===== config.mk =====
export PLATFORM = sky130hd
export DESIGN_NAME = uart_frame_tx
export DESIGN_NICKNAME = d
export VERILOG_FILES = /design/src/rtl/uart_tx_pkg.sv /design/src/rtl/uart_tx_baud.sv /design/src/rtl/uart_tx_ctrl.sv /design/src/rtl/uart_tx_datapath.sv /design/src/rtl/uart_frame_tx.sv
export SDC_FILE = /design/constraint.sdc
export NUM_CORES = 1
export LEC_CHECK = 0
export BUFFER_PORTS_ARGS = -buffer_cell sky130_fd_sc_hd__buf_2
export CORE_MARGIN = 5
export CORE_UTILIZATION = 48
export DETAILED_ROUTE_END_ITERATION = 10
export GPL_TIMING_DRIVEN = 0
export PLACE_DENSITY = 0.67
export SETUP_SLACK_MARGIN = 0.2
export SYNTH_ARGS = -nofsm -noshare
export SYNTH_HDL_FRONTEND = slang
export SYNTH_HIERARCHICAL = 1
export SYNTH_SLANG_ARGS = --single-unit

===== constraint.sdc =====
create_clock -name clk -period 4.41 [get_ports clk]
set_clock_uncertainty 0.2 [all_clocks]
set_input_delay 0.882 -clock clk [delete_from_list [all_inputs] [get_ports clk]]
set_output_delay 0.882 -clock clk [all_outputs]
set_load 0.01 [all_outputs]

===== src/rtl/uart_tx_pkg.sv =====
package uart_tx_pkg;

  localparam int FMT_W      = 16;
  localparam int BAUD_SEL_W = 4;
  localparam int BYTE_W     = 8;
  localparam int OVERSAMPLE = 16;
  localparam int TICK_W     = 6;
  localparam int NUM_BAUD   = 1 << BAUD_SEL_W;
  localparam int BIT_IDX_W  = $clog2(BYTE_W);

  typedef enum logic [2:0] {
    PAR_NONE  = 3'd0,
    PAR_ODD   = 3'd1,
    PAR_EVEN  = 3'd2,
    PAR_MARK  = 3'd3,
    PAR_SPACE = 3'd4
  } parMode_e;

  typedef struct packed {
    logic              use7;
    parMode_e          parMode;
    logic [TICK_W-1:0] stopTicks;
    logic              brk;
  } fmtDec_t;

  typedef struct packed {
    logic load;
    logic shift;
    logic sendParity;
    logic sendStop;
  } txStrobes_t;

  function automatic int unsigned baudRate(input int unsigned idx);
    case (idx)
      0:       return 300;
      1:       return 600;
      2:       return 1200;
      3:       return 2400;
      4:       return 4800;
      5:       return 9600;
      6:       return 19200;
      7:       return 38400;
      8:       return 57600;
      default: return 115200;
    endcase
  endfunction

  function automatic int unsigned baudDivisor(input int unsigned clkHz, input int unsigned idx);
    int unsigned rate;
    int unsigned div;
    rate = baudRate(idx);
    div  = (clkHz + rate * 8) / (rate * OVERSAMPLE);
    return (div == 0) ? 1 : div;
  endfunction

  function automatic fmtDec_t decodeFormat(input logic [FMT_W-1:0] w);
    fmtDec_t d;
    d.use7 = (w[7:0] == 8'd7);
    case (w[10:8])
      3'd1:    d.parMode = PAR_ODD;
      3'd2:    d.parMode = PAR_EVEN;
      3'd3:    d.parMode = PAR_MARK;
      3'd4:    d.parMode = PAR_SPACE;
      default: d.parMode = PAR_NONE;
    endcase
    case (w[13:11])
      3'd1:    d.stopTicks = TICK_W'(24);
      3'd2:    d.stopTicks = TICK_W'(32);
      default: d.stopTicks = TICK_W'(16);
    endcase
    d.brk = w[14];
    return d;
  endfunction

endpackage


===== src/rtl/uart_tx_baud.sv =====
module uart_tx_baud
  import uart_tx_pkg::*;
#(
  parameter int unsigned CLK_HZ = 50_000_000
) (
  input  logic                  clk,
  input  logic                  rstN,
  input  logic                  load,
  input  logic [BAUD_SEL_W-1:0] baudSel,
  input  logic                  running,
  output logic                  tick
);

  localparam int unsigned MAX_DIV = baudDivisor(CLK_HZ, 0);
  localparam int          DIV_W   = $clog2(MAX_DIV + 1);

  logic [DIV_W-1:0] divTable [NUM_BAUD];
  logic [DIV_W-1:0] divReg;
  logic [DIV_W-1:0] cnt;

  for (genvar g = 0; g < NUM_BAUD; g++) begin : g_div
    assign divTable[g] = DIV_W'(baudDivisor(CLK_HZ, g));
  end

  assign tick = running && (cnt == divReg - 1'b1);

  always_ff @(posedge clk) begin
    if (!rstN) begin
      divReg <= DIV_W'(1);
      cnt    <= '0;
    end else if (load) begin
      divReg <= divTable[baudSel];
      cnt    <= '0;
    end else if (!running || tick) begin
      cnt <= '0;
    end else begin
      cnt <= cnt + 1'b1;
    end
  end

  p_cnt_below_div_r6: assert property (@(posedge clk) disable iff (!rstN)
    running |-> (cnt < divReg));

endmodule


===== src/rtl/uart_tx_ctrl.sv =====
module uart_tx_ctrl
  import uart_tx_pkg::*;
(
  input  logic       clk,
  input  logic       rstN,
  input  fmtDec_t    fmtDec,
  input  logic       tick,
  input  logic       inValid,
  input  logic       pause,
  input  logic       brkNow,
  output logic       inReady,
  output logic       busy,
  output txStrobes_t stb
);

  typedef enum logic [2:0] {
    PH_IDLE,
    PH_START,
    PH_DATA,
    PH_PARITY,
    PH_STOP
  } phase_e;

  phase_e                phase;
  logic [TICK_W-1:0]     tickCnt;
  logic [TICK_W-1:0]     stopTicksReg;
  logic [TICK_W-1:0]     limit;
  logic [BIT_IDX_W-1:0]  bitIdx;
  logic [BIT_IDX_W-1:0]  lastBit;
  logic                  parOn;
  logic                  tickDone;
  logic                  startReq;
  logic                  lastData;

  always_comb begin
    limit    = (phase == PH_STOP) ? stopTicksReg : TICK_W'(OVERSAMPLE);
    tickDone = tick && (tickCnt == limit - 1'b1);
    inReady  = (phase == PH_IDLE) && !pause && !brkNow;
    startReq = inValid && inReady;
    busy     = (phase != PH_IDLE);
    lastData = (phase == PH_DATA) && (bitIdx == lastBit);
  end

  always_comb begin
    stb            = '0;
    stb.load       = startReq;
    stb.shift      = tickDone && ((phase == PH_START) || ((phase == PH_DATA) && !lastData));
    stb.sendParity = tickDone && lastData && parOn;
    stb.sendStop   = tickDone && ((phase == PH_PARITY) || (lastData && !parOn));
  end

  always_ff @(posedge clk) begin
    if (!rstN) begin
      phase        <= PH_IDLE;
      tickCnt      <= '0;
      bitIdx       <= '0;
      lastBit      <= BIT_IDX_W'(BYTE_W - 1);
      parOn        <= 1'b0;
      stopTicksReg <= TICK_W'(OVERSAMPLE);
    end else begin
      if (startReq || tickDone) begin
        tickCnt <= '0;
      end else if (tick) begin
        tickCnt <= tickCnt + 1'b1;
      end

      case (phase)
        PH_IDLE: begin
          if (startReq) begin
            phase        <= PH_START;
            lastBit      <= fmtDec.use7 ? BIT_IDX_W'(BYTE_W - 2) : BIT_IDX_W'(BYTE_W - 1);
            parOn        <= (fmtDec.parMode != PAR_NONE);
            stopTicksReg <= fmtDec.stopTicks;
          end
        end
        PH_START: begin
          if (tickDone) begin
            phase  <= PH_DATA;
            bitIdx <= '0;
          end
        end
        PH_DATA: begin
          if (tickDone) begin
            if (lastData) begin
              phase <= parOn ? PH_PARITY : PH_STOP;
            end else begin
              bitIdx <= bitIdx + 1'b1;
            end
          end
        end
        PH_PARITY: begin
          if (tickDone) phase <= PH_STOP;
        end
        PH_STOP: begin
          if (tickDone) phase <= PH_IDLE;
        end
        default: phase <= PH_IDLE;
      endcase
    end
  end

  p_tick_bound_r5: assert property (@(posedge clk) disable iff (!rstN)
    busy |-> (tickCnt < limit));

  p_load_enters_start_r7: assert property (@(posedge clk) disable iff (!rstN)
    stb.load |=> (phase == PH_START));

  p_one_strobe_r2: assert property (@(posedge clk) disable iff (!rstN)
    $onehot0({stb.load, stb.shift, stb.sendParity, stb.sendStop}));

endmodule


===== src/rtl/uart_tx_datapath.sv =====
module uart_tx_datapath
  import uart_tx_pkg::*;
(
  input  logic              clk,
  input  logic              rstN,
  input  txStrobes_t        stb,
  input  fmtDec_t           fmtDec,
  input  logic [BYTE_W-1:0] inData,
  input  logic              brkNow,
  output logic              txLine
);

  logic [BYTE_W-1:0] shiftReg;
  logic [BYTE_W-1:0] maskedData;
  logic              parBit;
  logic              parNext;
  logic              lineReg;

  always_comb begin
    maskedData = inData;
    if (fmtDec.use7) maskedData[BYTE_W-1] = 1'b0;
    case (fmtDec.parMode)
      PAR_ODD:   parNext = ~(^maskedData);
      PAR_EVEN:  parNext = ^maskedData;
      PAR_MARK:  parNext = 1'b1;
      default:   parNext = 1'b0;
    endcase
  end

  always_ff @(posedge clk) begin
    if (!rstN) begin
      shiftReg <= '0;
      parBit   <= 1'b0;
      lineReg  <= 1'b1;
    end else if (stb.load) begin
      shiftReg <= inData;
      parBit   <= parNext;
      lineReg  <= 1'b0;
    end else if (stb.shift) begin
      lineReg  <= shiftReg[0];
      shiftReg <= shiftReg >> 1;
    end else if (stb.sendParity) begin
      lineReg <= parBit;
    end else if (stb.sendStop) begin
      lineReg <= 1'b1;
    end
  end

  assign txLine = lineReg && !brkNow;

  p_start_low_r2: assert property (@(posedge clk) disable iff (!rstN)
    stb.load |=> !lineReg);

  p_stop_high_r5: assert property (@(posedge clk) disable iff (!rstN)
    stb.sendStop |=> lineReg);

endmodule


===== src/rtl/uart_frame_tx.sv =====
module uart_frame_tx
  import uart_tx_pkg::*;
#(
  parameter int unsigned CLK_HZ = 50_000_000
) (
  input  logic        clk,
  input  logic        rstN,
  input  logic [15:0] fmtWord,
  input  logic [3:0]  baudSel,
  input  logic        pause,
  input  logic        inValid,
  input  logic [7:0]  inData,
  output logic        inReady,
  output logic        txLine
);

  fmtDec_t    fmtDec;
  txStrobes_t stb;
  logic       tick;
  logic       busy;

  assign fmtDec = decodeFormat(fmtWord);

  uart_tx_baud #(.CLK_HZ(CLK_HZ)) u_baud (
    .clk     (clk),
    .rstN    (rstN),
    .load    (stb.load),
    .baudSel (baudSel),
    .running (busy),
    .tick    (tick)
  );

  uart_tx_ctrl u_ctrl (
    .clk     (clk),
    .rstN    (rstN),
    .fmtDec  (fmtDec),
    .tick    (tick),
    .inValid (inValid),
    .pause   (pause),
    .brkNow  (fmtDec.brk),
    .inReady (inReady),
    .busy    (busy),
    .stb     (stb)
  );

  uart_tx_datapath u_dp (
    .clk    (clk),
    .rstN   (rstN),
    .stb    (stb),
    .fmtDec (fmtDec),
    .inData (inData),
    .brkNow (fmtDec.brk),
    .txLine (txLine)
  );

  p_break_low_r9: assert property (@(posedge clk) disable iff (!rstN)
    fmtWord[14] |-> !txLine);

  p_pause_blocks_r8: assert property (@(posedge clk) disable iff (!rstN)
    pause |-> !inReady);

  p_idle_high_r1: assert property (@(posedge clk) disable iff (!rstN)
    inReady |-> txLine);

  p_busy_not_ready_r7: assert property (@(posedge clk) disable iff (!rstN)
    busy |-> !inReady);

endmodule


==> results of run 1 <==
synthesized netlist by cell type, drive strengths merged, types with 11 or more instances:
library cell	number
and2	11
buf	11
clkbuf	14
dfxtp	58
inv	11
mux2i	16
nand2	46
nand3	13
nor2	39
nor3	17
o21ai	23
xnor2	25
xor2	20
metrics by stage:
step	hold slack [ns]	setup slack, ns	std cells
2_1_floorplan	0.239	0.514	443
3_3_place_gp	0.261	-0.128	576
3_5_place_dp	0.268	-0.231	576
4_1_cts	0.276	0.274	591
5_1_grt	0.313	0.202	592
6_report	0.271	0.657	592
final timing paths:
kind / endpoint / slack, ns / cells after the start
min reg2reg: u_ctrl/stopTicksReg[5] / 0.27 / 2
max reg2reg: u_dp/shiftReg[2] / 0.66 / 16
min: u_ctrl/stopTicksReg[5] / 0.27 / 2
max: u_dp/shiftReg[2] / 0.66 / 16
repair_timing:
action	4_1_cts	5_1_grt
buffers inserted	0	1
pin swaps	0	1
endpoints found under the setup margin	9	9
resized for setup	2	1
worst max-delay path, delay by kind of cell (launching register included):
family | cells | cell delay, ns
compound gates | 2 | 0.30
buf+inv | 4 | 0.81
simple gates | 8 | 1.57
mux | 1 | 0.21
flops | 1 | 0.34
fa+ha+maj | 1 | 0.21
sequential cells by signal, indices dropped and copies added, names as in the netlist:
name                 flops
u_baud/cnt              14
u_baud/divReg           14
u_ctrl/bitIdx            3
u_ctrl/lastBit           1
u_ctrl/parOn             1
u_ctrl/phase             3
u_ctrl/stopTicksReg      6
u_ctrl/tickCnt           6
u_dp/lineReg             1
u_dp/parBit              1
u_dp/shiftReg            8
cell type report:
type | instances | area share (%)
sequential | 58 | 27.7
clock inverter | 3 | 0.358
buffer | 25 | 3.16
inverter | 12 | 1.07
tap | 102 | 3.04
clock buffer | 12 | 3.70
timing repair buffer | 32 | 3.88
multi-input combinational | 348 | 57.1
per-layer routing:
layer | share of wire, % | wire length (µm) | global-route usage (%)
met3 | 2.3 | 175 | 2.50
met1 | 50 | 3800 | 21.8
met5 | 0 | 0 | 0
met4 | 1.1 | 87 | 6.60
met2 | 47 | 3590 | 26.1
report_power, final:
group | switching [mW] | leakage (nW) | internal (mW)
Combinational | 0.0833 | 1.04 | 0.0709
Sequential | 0.0116 | 0.469 | 0.535
Clock | 0.193 | 0.0920 | 0.229
layout by cell type, fill, tap and decap left out, types with 3 or more instances in the layout:
cell | Yosys | final
mux2i_1 | 16 | 16
a31oi_1 | 5 | 5
nor2_2 | 10 | 10
o21ai_0 | 23 | 23
nor3_1 | 15 | 15
and4_1 | 4 | 4
nand2_1 | 46 | 46
xnor2_1 | 25 | 25
inv_1 | 11 | 11
clkinv_2 | 0 | 3
nand3b_1 | 4 | 4
nand3_1 | 12 | 12
and2_1 | 11 | 11
nor3b_1 | 8 | 8
o31ai_1 | 3 | 3
clkbuf_1 | 14 | 15
clkbuf_8 | 0 | 11
buf_6 | 4 | 4
xor2_1 | 20 | 20
ha_1 | 10 | 10
and3_1 | 10 | 10
nor4_1 | 4 | 3
nand4_1 | 8 | 8
nor2_1 | 29 | 29
dfxtp_1 | 58 | 58
nor2b_1 | 6 | 6
or3_1 | 3 | 3
a21boi_0 | 7 | 7
a211oi_1 | 4 | 4
buf_2 | 4 | 35
conb_1 | 1 | 3
a21oi_1 | 7 | 7
nand2b_1 | 5 | 5
cell families after synthesis:
family,count (synthesis)
compound gates,75
xor+xnor,46
fa+ha+maj,10
buf+inv,37
flops,58
mux,17
other cells,1
simple gates,197
==> results.py, run 1 <==
metrics = {
    "status": {
        "outcome": "finished clean",
    },
    "timing": {
        "hold_viol": 0,
        "setup_violations": 0,
        "timing.final.crit_share_pct": 85.1,
        "period_minus_slack_ns": 3.75,
        "fmax_mhz": 266,
        "max_slew.worst_pin.slew_ns": 0.772,
        "slew_violations": 0,
        "rsz0062_at_grt": "no",
        "setup_tns_ns": 0,
        "timing.slew.headroom_pct": 48.2,
    },
    "final_layout": {
        "drive_above_1_share_pct": 17.6,
        "fin_area_um2": 4190,
        "nets": 528,
        "final_core_util_pct": 55.1,
        "area_delta_synth_final_pct": 13.2,
        "n_antenna_cell": 0,
        "multi_input_area_um2": 2390,
        "regArea_um2": 1160,
        "n_fill_cell": 737,
    },
    "critical_path": {
        "r2r-start": "u_baud/divReg[0]",
        "arrival_ns": 3.76,
        "cp.required_ns": 4.42,
        "crit_type": "reg -> reg",
        "max_stage_delay_ns": 0.34,
        "slowest_stage": "dfxtp_1",
        "crit_path_frequent_cell": "buf_2",
        "critPathLaunch": "u_baud/divReg[0]",
        "end_kind": "flip-flop",
        "worst-path-max-fanout": 10,
        "cp_cell_sequence": "inv_1 -> ha_1 -> buf_2 -> nand2_1 -> o31ai_1 -> nand4_1 -> nor4_2 -> nand4_1 -> nor4b_4 -> and3_1 -> buf_2 -> and4_1 -> buf_2 -> mux2i_1 -> o21ai_0 -> and2_1",
        "cp-start-kind": "flip-flop",
    },
    "grt": {
        "overflow": 0,
        "antenna_found_initial": 0,
        "grt_pass1_vias": 2904,
        "grt_max_degree": 11,
        "grt_pass1_wl_mm": 13.2,
        "grt_util_all_layers_pct": 16.2,
    },
    "power": {
        "powerDensity_nw_per_um2": 267,
        "vdd_drop_max_v": 0.000220,
        "power_mw": 1.12,
        "p_leak_nw": 1.60,
    },
    "yosys": {
        "synth_area_um2": 3700,
        "synth_cells": 441,
        "synth_top_family_by_area": "simple AND/OR/NAND/NOR gates",
        "ys_ff_latch": 58,
        "avgSynthCellArea_um2": 8.40,
        "post_synth_fa_ha_maj_area_fraction_pct": 3.38,
        "yosysWarnings": 6,
        "ys_types": 72,
        "yosys.area_share.simple_pct": 29.9,
        "yosysSeqAreaShare_pct": 31.3,
        "synth_edf_count": 0,
        "synthMuxAreaShare_pct": 4.63,
        "synth-xor-area-share_pct": 11.2,
        "async_flop_share_pct": 0,
        "synth_compound_area_share_pct": 14.6,
        "synth.area.top_cells": "dfxtp_1 31%, xnor2_1 5.9%, xor2_1 4.7%",
        "yosys.area.top_type": "dfxtp_1",
        "yosysTopAreaCellShare_pct": 31.3,
        "ys.flop_type": "dfxtp_1",
    },
    "floorplanning": {
        "die-height_um": 97.9,
        "ioPinCount": 34,
        "initial_core_util_pct": 48.7,
        "die_area_um2": 9580,
        "fp.dieW_um": 97.9,
        "core-area_um2": 7610,
        "rows": 32,
    },
    "hold_path": {
        "min_from": "u_ctrl/stopTicksReg[5]",
        "hold_path_class": "reg -> reg",
    },
    "clock_tree": {
        "htreeDepth": 3,
        "clock_latency_ns": 0.32,
        "ctsHoldBuffers": 0,
        "cts_tree": "yes",
        "clkSinkCount": 58,
        "clock-root-buffer": "clkbuf_8",
        "path_clk_slew_ns": 0.06,
        "cts-buffers-inserted": 9,
        "clk_path_buf_depth": 2,
    },
    "routing": {
        "vias_per_cell": 5.33,
        "final_antenna_net_count": 0,
        "drt_pre_antenna_iters": 4,
        "wirelength_mm": 7.66,
        "first_iter_violations": 129,
        "wl_per_cell_um": 12.9,
        "drc": 0,
        "via_count": 3154,
    },
    "run": {
        "max_cap_violations": 0,
    },
    "placed_design": {
        "io_buffer_count": 31,
        "gp_congestion": 0.839,
        "dpl_cell_area_um2": 4000,
        "dp_hpwl_mm": 5.80,
    },
}
Power figures use the tool's default switching activity.
==> run 2: changes to the inputs <==
--- a/config.mk
+++ b/config.mk
@@ -10,7 +10,7 @@
 export CORE_UTILIZATION = 48
 export DETAILED_ROUTE_END_ITERATION = 10
 export GPL_TIMING_DRIVEN = 0
-export PLACE_DENSITY = 0.67
+export PLACE_DENSITY = 0.78
 export SETUP_SLACK_MARGIN = 0.2
 export SYNTH_ARGS = -nofsm -noshare
 export SYNTH_HDL_FRONTEND = slang
==> run 2 against run 1 <==
Compared with the run above:
- hold slack better by 0.0034 ns
- die area stayed put
- critical path type unchanged
- routed wire length is 4.7% higher
- largest power group unchanged
- count of clock-buffer cells in the layout is 1 lower
- cell count is 0.34% higher
- largest cell class unchanged
==> results.py, run 2 (synthesis results as in run 1) <==
metrics = {
    "grt": {
        "grt_max_degree": 11,
        "grtUsageMet2_pct": 29.7,
        "gr-usage-met1_pct": 21.3,
        "grt_use_met3_pct": 2.29,
        "overflow": 0,
        "grt_pass1_wl_mm": 14.0,
        "top_usage_layer": "met2",
        "grt_util_all_layers_pct": 17.2,
        "grt_pass1_vias": 3123,
        "antenna_found_initial": 0,
    },
    "critical_path": {
        "end_kind": "flip-flop",
        "reg2reg_setup_slack_ns": 0.54,
        "path_buf_inv": 4,
        "worst-path-max-fanout": 10,
        "crit_family": "simple AND/OR/NAND/NOR gates",
        "cp.required_ns": 4.45,
        "cp-start-kind": "flip-flop",
        "slowest_stage": "nor4b_4",
        "cp_cell_sequence": "inv_1 -> ha_1 -> clkbuf_4 -> nand2_1 -> o31ai_1 -> nand4_1 -> nor4_4 -> nand4_1 -> nor4b_4 -> and3_1 -> buf_2 -> and4_1 -> clkbuf_4 -> mux2i_1 -> o21ai_0 -> and2_1",
        "arrival_ns": 3.91,
        "crit_type": "reg -> reg",
        "max_stage_delay_ns": 0.37,
    },
    "final_layout": {
        "area_delta_synth_final_pct": 15.1,
        "final_common_cell": "dfxtp_1",
        "regArea_um2": 1160,
        "n_fill_cell": 694,
        "nets": 529,
        "stdcell_count": 594,
        "drive_above_1_share_pct": 17.9,
        "multi_input_area_um2": 2400,
        "final_core_util_pct": 56.1,
        "n_antenna_cell": 0,
        "final_cell_mix": "58 x dfxtp_1, 46 x nand2_1, 33 x buf_2, 29 x nor2_1, 25 x xnor2_1",
        "largestRegisters": "u_baud/cnt (14), u_baud/divReg (14), u_dp/shiftReg (8)",
    },
    "routing": {
        "wl_per_cell_um": 13.5,
        "drc": 0,
        "final_antenna_net_count": 0,
        "vias_per_cell": 5.49,
        "via_count": 3264,
        "first_iter_violations": 232,
        "drt_pre_antenna_iters": 4,
        "wirelength_mm": 8.02,
    },
    "timing": {
        "setup_violations": 0,
        "period_minus_slack_ns": 3.87,
        "timing.final.crit_share_pct": 87.8,
        "hold_viol": 0,
        "rsz0062_at_grt": "no",
        "fmax_mhz": 258,
        "max_slew.worst_pin.slew_ns": 0.738,
        "timing.slew.headroom_pct": 50.4,
        "slew_violations": 0,
    },
    "floorplanning": {
        "initial_core_util_pct": 48.7,
        "fp.dieW_um": 97.9,
        "core-area_um2": 7610,
        "rows": 32,
        "die_area_um2": 9580,
        "die-height_um": 97.9,
        "ioPinCount": 34,
    },
    "clock_tree": {
        "clock_latency_ns": 0.34,
        "htreeDepth": 3,
        "cts-buffers-inserted": 9,
        "clkSinkCount": 58,
        "clock-root-buffer": "clkbuf_8",
        "ctsHoldBuffers": 0,
        "cts_tree": "yes",
        "path_clk_slew_ns": 0.07,
        "clk_path_buf_depth": 2,
    },
    "hold_path": {
        "hold_path_class": "reg -> reg",
    },
    "power": {
        "p_leak_nw": 1.63,
        "powerDensity_nw_per_um2": 292,
        "vdd_drop_max_v": 0.000179,
    },
    "run": {
        "max_cap_violations": 0,
    },
    "placed_design": {
        "gp_congestion": 0.839,
        "io_buffer_count": 31,
        "placed_cells": 576,
        "dp_hpwl_mm": 6.03,
    },
    "status": {
        "outcome": "finished clean",
    },
}
==> run 2: tightest hold or removal path, delay by kind of cell (launching register included) <==
kind / cells / cell delay, ns
simple gates: 1 / 0.05
compound gates: 1 / 0.06
flops: 1 / 0.32
==> run 2: report_power, final <==
group          leakage (nW)  switching [mW]  internal, mW
Sequential            0.469          0.0117         0.534
Combinational          1.05          0.0875        0.0733
Clock                 0.109           0.208         0.332
Total                  1.63           0.307         0.939
==> run 2: per-layer routing <==
layer,wire (µm),vias to the layer above
met1,3700,1559
li1,-,1660
met4,112,0
met3,198,9
met5,0,-
met2,4010,36
==> run 2: what timing repair did <==
| action | in CTS | in global routing |
|---|---|---|
| pin swaps | 0 | 1 |
| gates resized for setup | 2 | 4 |
| setup endpoints to repair | 11 | 9 |
| setup buffers | 0 | 2 |
| hold endpoints to repair | 0 | 0 |
==> run 2: per-stage QoR <==
step	hold slack, ns	instance area [µm²]	TNS, ns	total power, mW	worst slack [ns]
after floorplan	0.239	3710	0	0.665	0.514
after global placement	0.255	4000	-0.638	0.703	-0.0992
after detailed placement	0.265	4000	-1.42	0.708	-0.216
after CTS	0.275	4230	0	1.25	0.231
after global routing	0.315	4260	0	1.30	0.218
final	0.275	4260	0	1.25	0.537
==> run 2: final cells by class <==
cell class	instances	area share, %
plain buffers	25	3.23
clock buffers	11	3.32
clock inverters	5	1.82
inverters	12	1.06
multi-input cells	348	56.4
flip-flops and latches	58	27.2
well taps	102	2.99
repair buffers	33	3.99
==> run 2: worst paths after layout <==
path,startpoint,end,depth (start not counted)
worst max-delay path,u_baud/divReg[0],u_dp/shiftReg[4],16
worst min-delay path,u_baud/divReg[13],u_baud/divReg[13],2
worst max register to register,u_baud/divReg[0],u_dp/shiftReg[4],16
worst min register to register,u_baud/divReg[13],u_baud/divReg[13],2
==> run 3: changes to the inputs <==
--- a/config.mk
+++ b/config.mk
@@ -11,6 +11,7 @@
 export DETAILED_ROUTE_END_ITERATION = 10
 export GPL_TIMING_DRIVEN = 0
 export PLACE_DENSITY = 0.78
+export REMOVE_ABC_BUFFERS = 1
 export SETUP_SLACK_MARGIN = 0.2
 export SYNTH_ARGS = -nofsm -noshare
 export SYNTH_HDL_FRONTEND = slang
==> run 3 against run 2 <==
Compared with the run above:
- routed wire length decreased by 2.3%
- fmax increased by 1.2%
- clock power decreased by 10%
- global-route usage decreased by 0.54 points
- flip-flop and latch count unchanged
- highest routed layer unchanged
- setup slack improved by 0.045 ns
- largest cell class unchanged
- die area unchanged
- critical endpoint is now u_dp/shiftReg[6]
- count of clock-buffer cells in the layout decreased by 1
- power decreased by 4.9%
- sequential share of layout area increased by 1.0 points
- first-iteration DRC count decreased by 61%
==> results.py, run 3 (synthesis results as in run 1) <==
metrics = {
    "final_layout": {
        "area_delta_synth_final_pct": 11.0,
        "drive_above_1_share_pct": 17.9,
        "nets": 506,
        "final_cell_mix": "58 x dfxtp_1, 46 x nand2_1, 32 x buf_2, 29 x nor2_1, 25 x xnor2_1",
        "n_fill_cell": 727,
        "n_antenna_cell": 0,
        "largestRegisters": "u_baud/cnt (14), u_baud/divReg (14), u_dp/shiftReg (8)",
        "final_common_cell": "dfxtp_1",
        "final_core_util_pct": 54.0,
        "stdcell_count": 571,
    },
    "hold_path": {
        "worstHoldPathCells": 2,
        "hold_end": "u_ctrl/stopTicksReg[5]",
        "min_from": "u_ctrl/stopTicksReg[5]",
        "hold_path_class": "reg -> reg",
    },
    "grt": {
        "grt_pass1_vias": 2999,
        "antenna_found_initial": 0,
        "overflow": 0,
        "grt_max_degree": 42,
        "grt_util_all_layers_pct": 16.6,
        "grt_pass1_wl_mm": 13.4,
    },
    "timing": {
        "fmax_mhz": 261,
        "setup_violations": 0,
        "rsz0062_at_grt": "no",
        "hold_viol": 0,
        "timing.slew.headroom_pct": 32.9,
        "slew_violations": 0,
        "setup_tns_ns": 0,
        "period_minus_slack_ns": 3.83,
        "timing.final.crit_share_pct": 86.8,
        "max_slew.worst_pin.slew_ns": 1.00,
    },
    "power": {
        "p_leak_nw": 1.55,
        "powerDensity_nw_per_um2": 288,
        "vdd_drop_max_v": 0.000161,
    },
    "critical_path": {
        "arrival_ns": 3.86,
        "critPathLaunch": "u_baud/divReg[0]",
        "reg2reg_setup_slack_ns": 0.58,
        "worst-path-max-fanout": 13,
        "r2r-start": "u_baud/divReg[0]",
        "crit_type": "reg -> reg",
        "max_stage_delay_ns": 0.45,
        "cp_cell_sequence": "inv_1 -> ha_2 -> nand2_1 -> o31ai_1 -> nand4_1 -> nor4_2 -> nand4_1 -> nor4b_4 -> and3_2 -> and4_2 -> mux2i_1 -> o21ai_0 -> and2_1",
        "slowest_stage": "and4_2",
        "rr_endpoint": "u_dp/shiftReg[6]",
        "r2r_cells": 13,
        "cp.required_ns": 4.44,
        "crit_path_frequent_cell": "nand4_1",
        "cp-start-kind": "flip-flop",
        "end_kind": "flip-flop",
    },
    "placed_design": {
        "io_buffer_count": 32,
        "placed_cells": 552,
        "gp_congestion": 0.895,
        "dp_hpwl_mm": 5.50,
    },
    "floorplanning": {
        "die-height_um": 97.9,
        "ioPinCount": 34,
        "rows": 32,
        "core-area_um2": 7610,
        "initial_core_util_pct": 48.7,
        "fp.dieW_um": 97.9,
        "die_area_um2": 9580,
    },
    "routing": {
        "final_antenna_net_count": 0,
        "drc": 0,
        "vias_per_cell": 5.48,
        "drt_pre_antenna_iters": 4,
        "first_iter_violations": 90,
        "wirelength_mm": 7.83,
        "wl_per_cell_um": 13.7,
        "via_count": 3129,
    },
    "clock_tree": {
        "clk_path_buf_depth": 2,
        "cts_tree": "yes",
        "ctsHoldBuffers": 0,
        "clock_latency_ns": 0.34,
        "cts-buffers-inserted": 9,
        "path_clk_slew_ns": 0.07,
        "clkSinkCount": 58,
        "htreeDepth": 3,
        "clock-root-buffer": "clkbuf_8",
    },
    "run": {
        "max_cap_violations": 0,
    },
    "status": {
        "outcome": "finished clean",
    },
}
## run 3: what timing repair did
action	in CTS	in global routing
pin swaps	0	1
setup buffers	0	3
setup endpoints to repair	18	9
resized for setup	4	2
## run 3: worst max-delay path: cells and delay by family (launching register included)
| kind | cells | cell delay, ns |
|---|---|---|
| buf+inv | 1 | 0.10 |
| flops | 1 | 0.35 |
| mux | 1 | 0.23 |
| simple gates | 8 | 2.20 |
| compound gates | 2 | 0.31 |
| fa+ha+maj | 1 | 0.33 |
## run 3: report_power, final
group / internal [mW] / leakage (nW) / switching, mW
clock: 0.262 / 0.0925 / 0.224
combinational: 0.0691 / 0.986 / 0.0845
sequential: 0.534 / 0.469 / 0.0128
total: 0.865 / 1.55 / 0.321
## run 3: cell type report
cell class	count	area [µm²]	area share [%]
clock buffers	10	128	3.10
clock inverters	6	67.6	1.64
inverters	12	45.0	1.10
multi-input cells	348	2400	58.4
flip-flops and latches	58	1160	28.2
well taps	102	128	3.10
repair buffers	35	183	4.44
## run 3: metal layers
layer  wire, µm  track usage [%]  vias to the layer above
met5          0                0                        -
met2       3880             27.7                       53
li1           -                -                     1609
met1       3560             20.9                     1453
met3        224             2.79                       14
met4        169             7.88                        0
## run 3: per-stage QoR
stage / setup WS, ns / hold slack (ns) / cell area, µm² / power [mW]
floorplan: 0.437 / 0.239 / 3580 / 0.656
global placement: -0.224 / 0.258 / 3870 / 0.698
detailed placement: -0.363 / 0.261 / 3870 / 0.704
CTS: 0.314 / 0.270 / 4080 / 1.20
global route: 0.293 / 0.282 / 4110 / 1.24
finish: 0.581 / 0.267 / 4110 / 1.19
## run 3: how the worst max path moves through the flow
| stage | to | slack [ns] | cells past startpoint |
|---|---|---|---|
| floorplan | u_dp/shiftReg[0] | 0.44 | 11 |
| global placement | u_dp/shiftReg[3] | -0.22 | 13 |
| detailed placement | u_dp/shiftReg[6] | -0.36 | 13 |
| CTS | u_dp/shiftReg[6] | 0.31 | 13 |
| global route | u_dp/shiftReg[2] | 0.29 | 13 |
| finish | u_dp/shiftReg[6] | 0.58 | 13 |
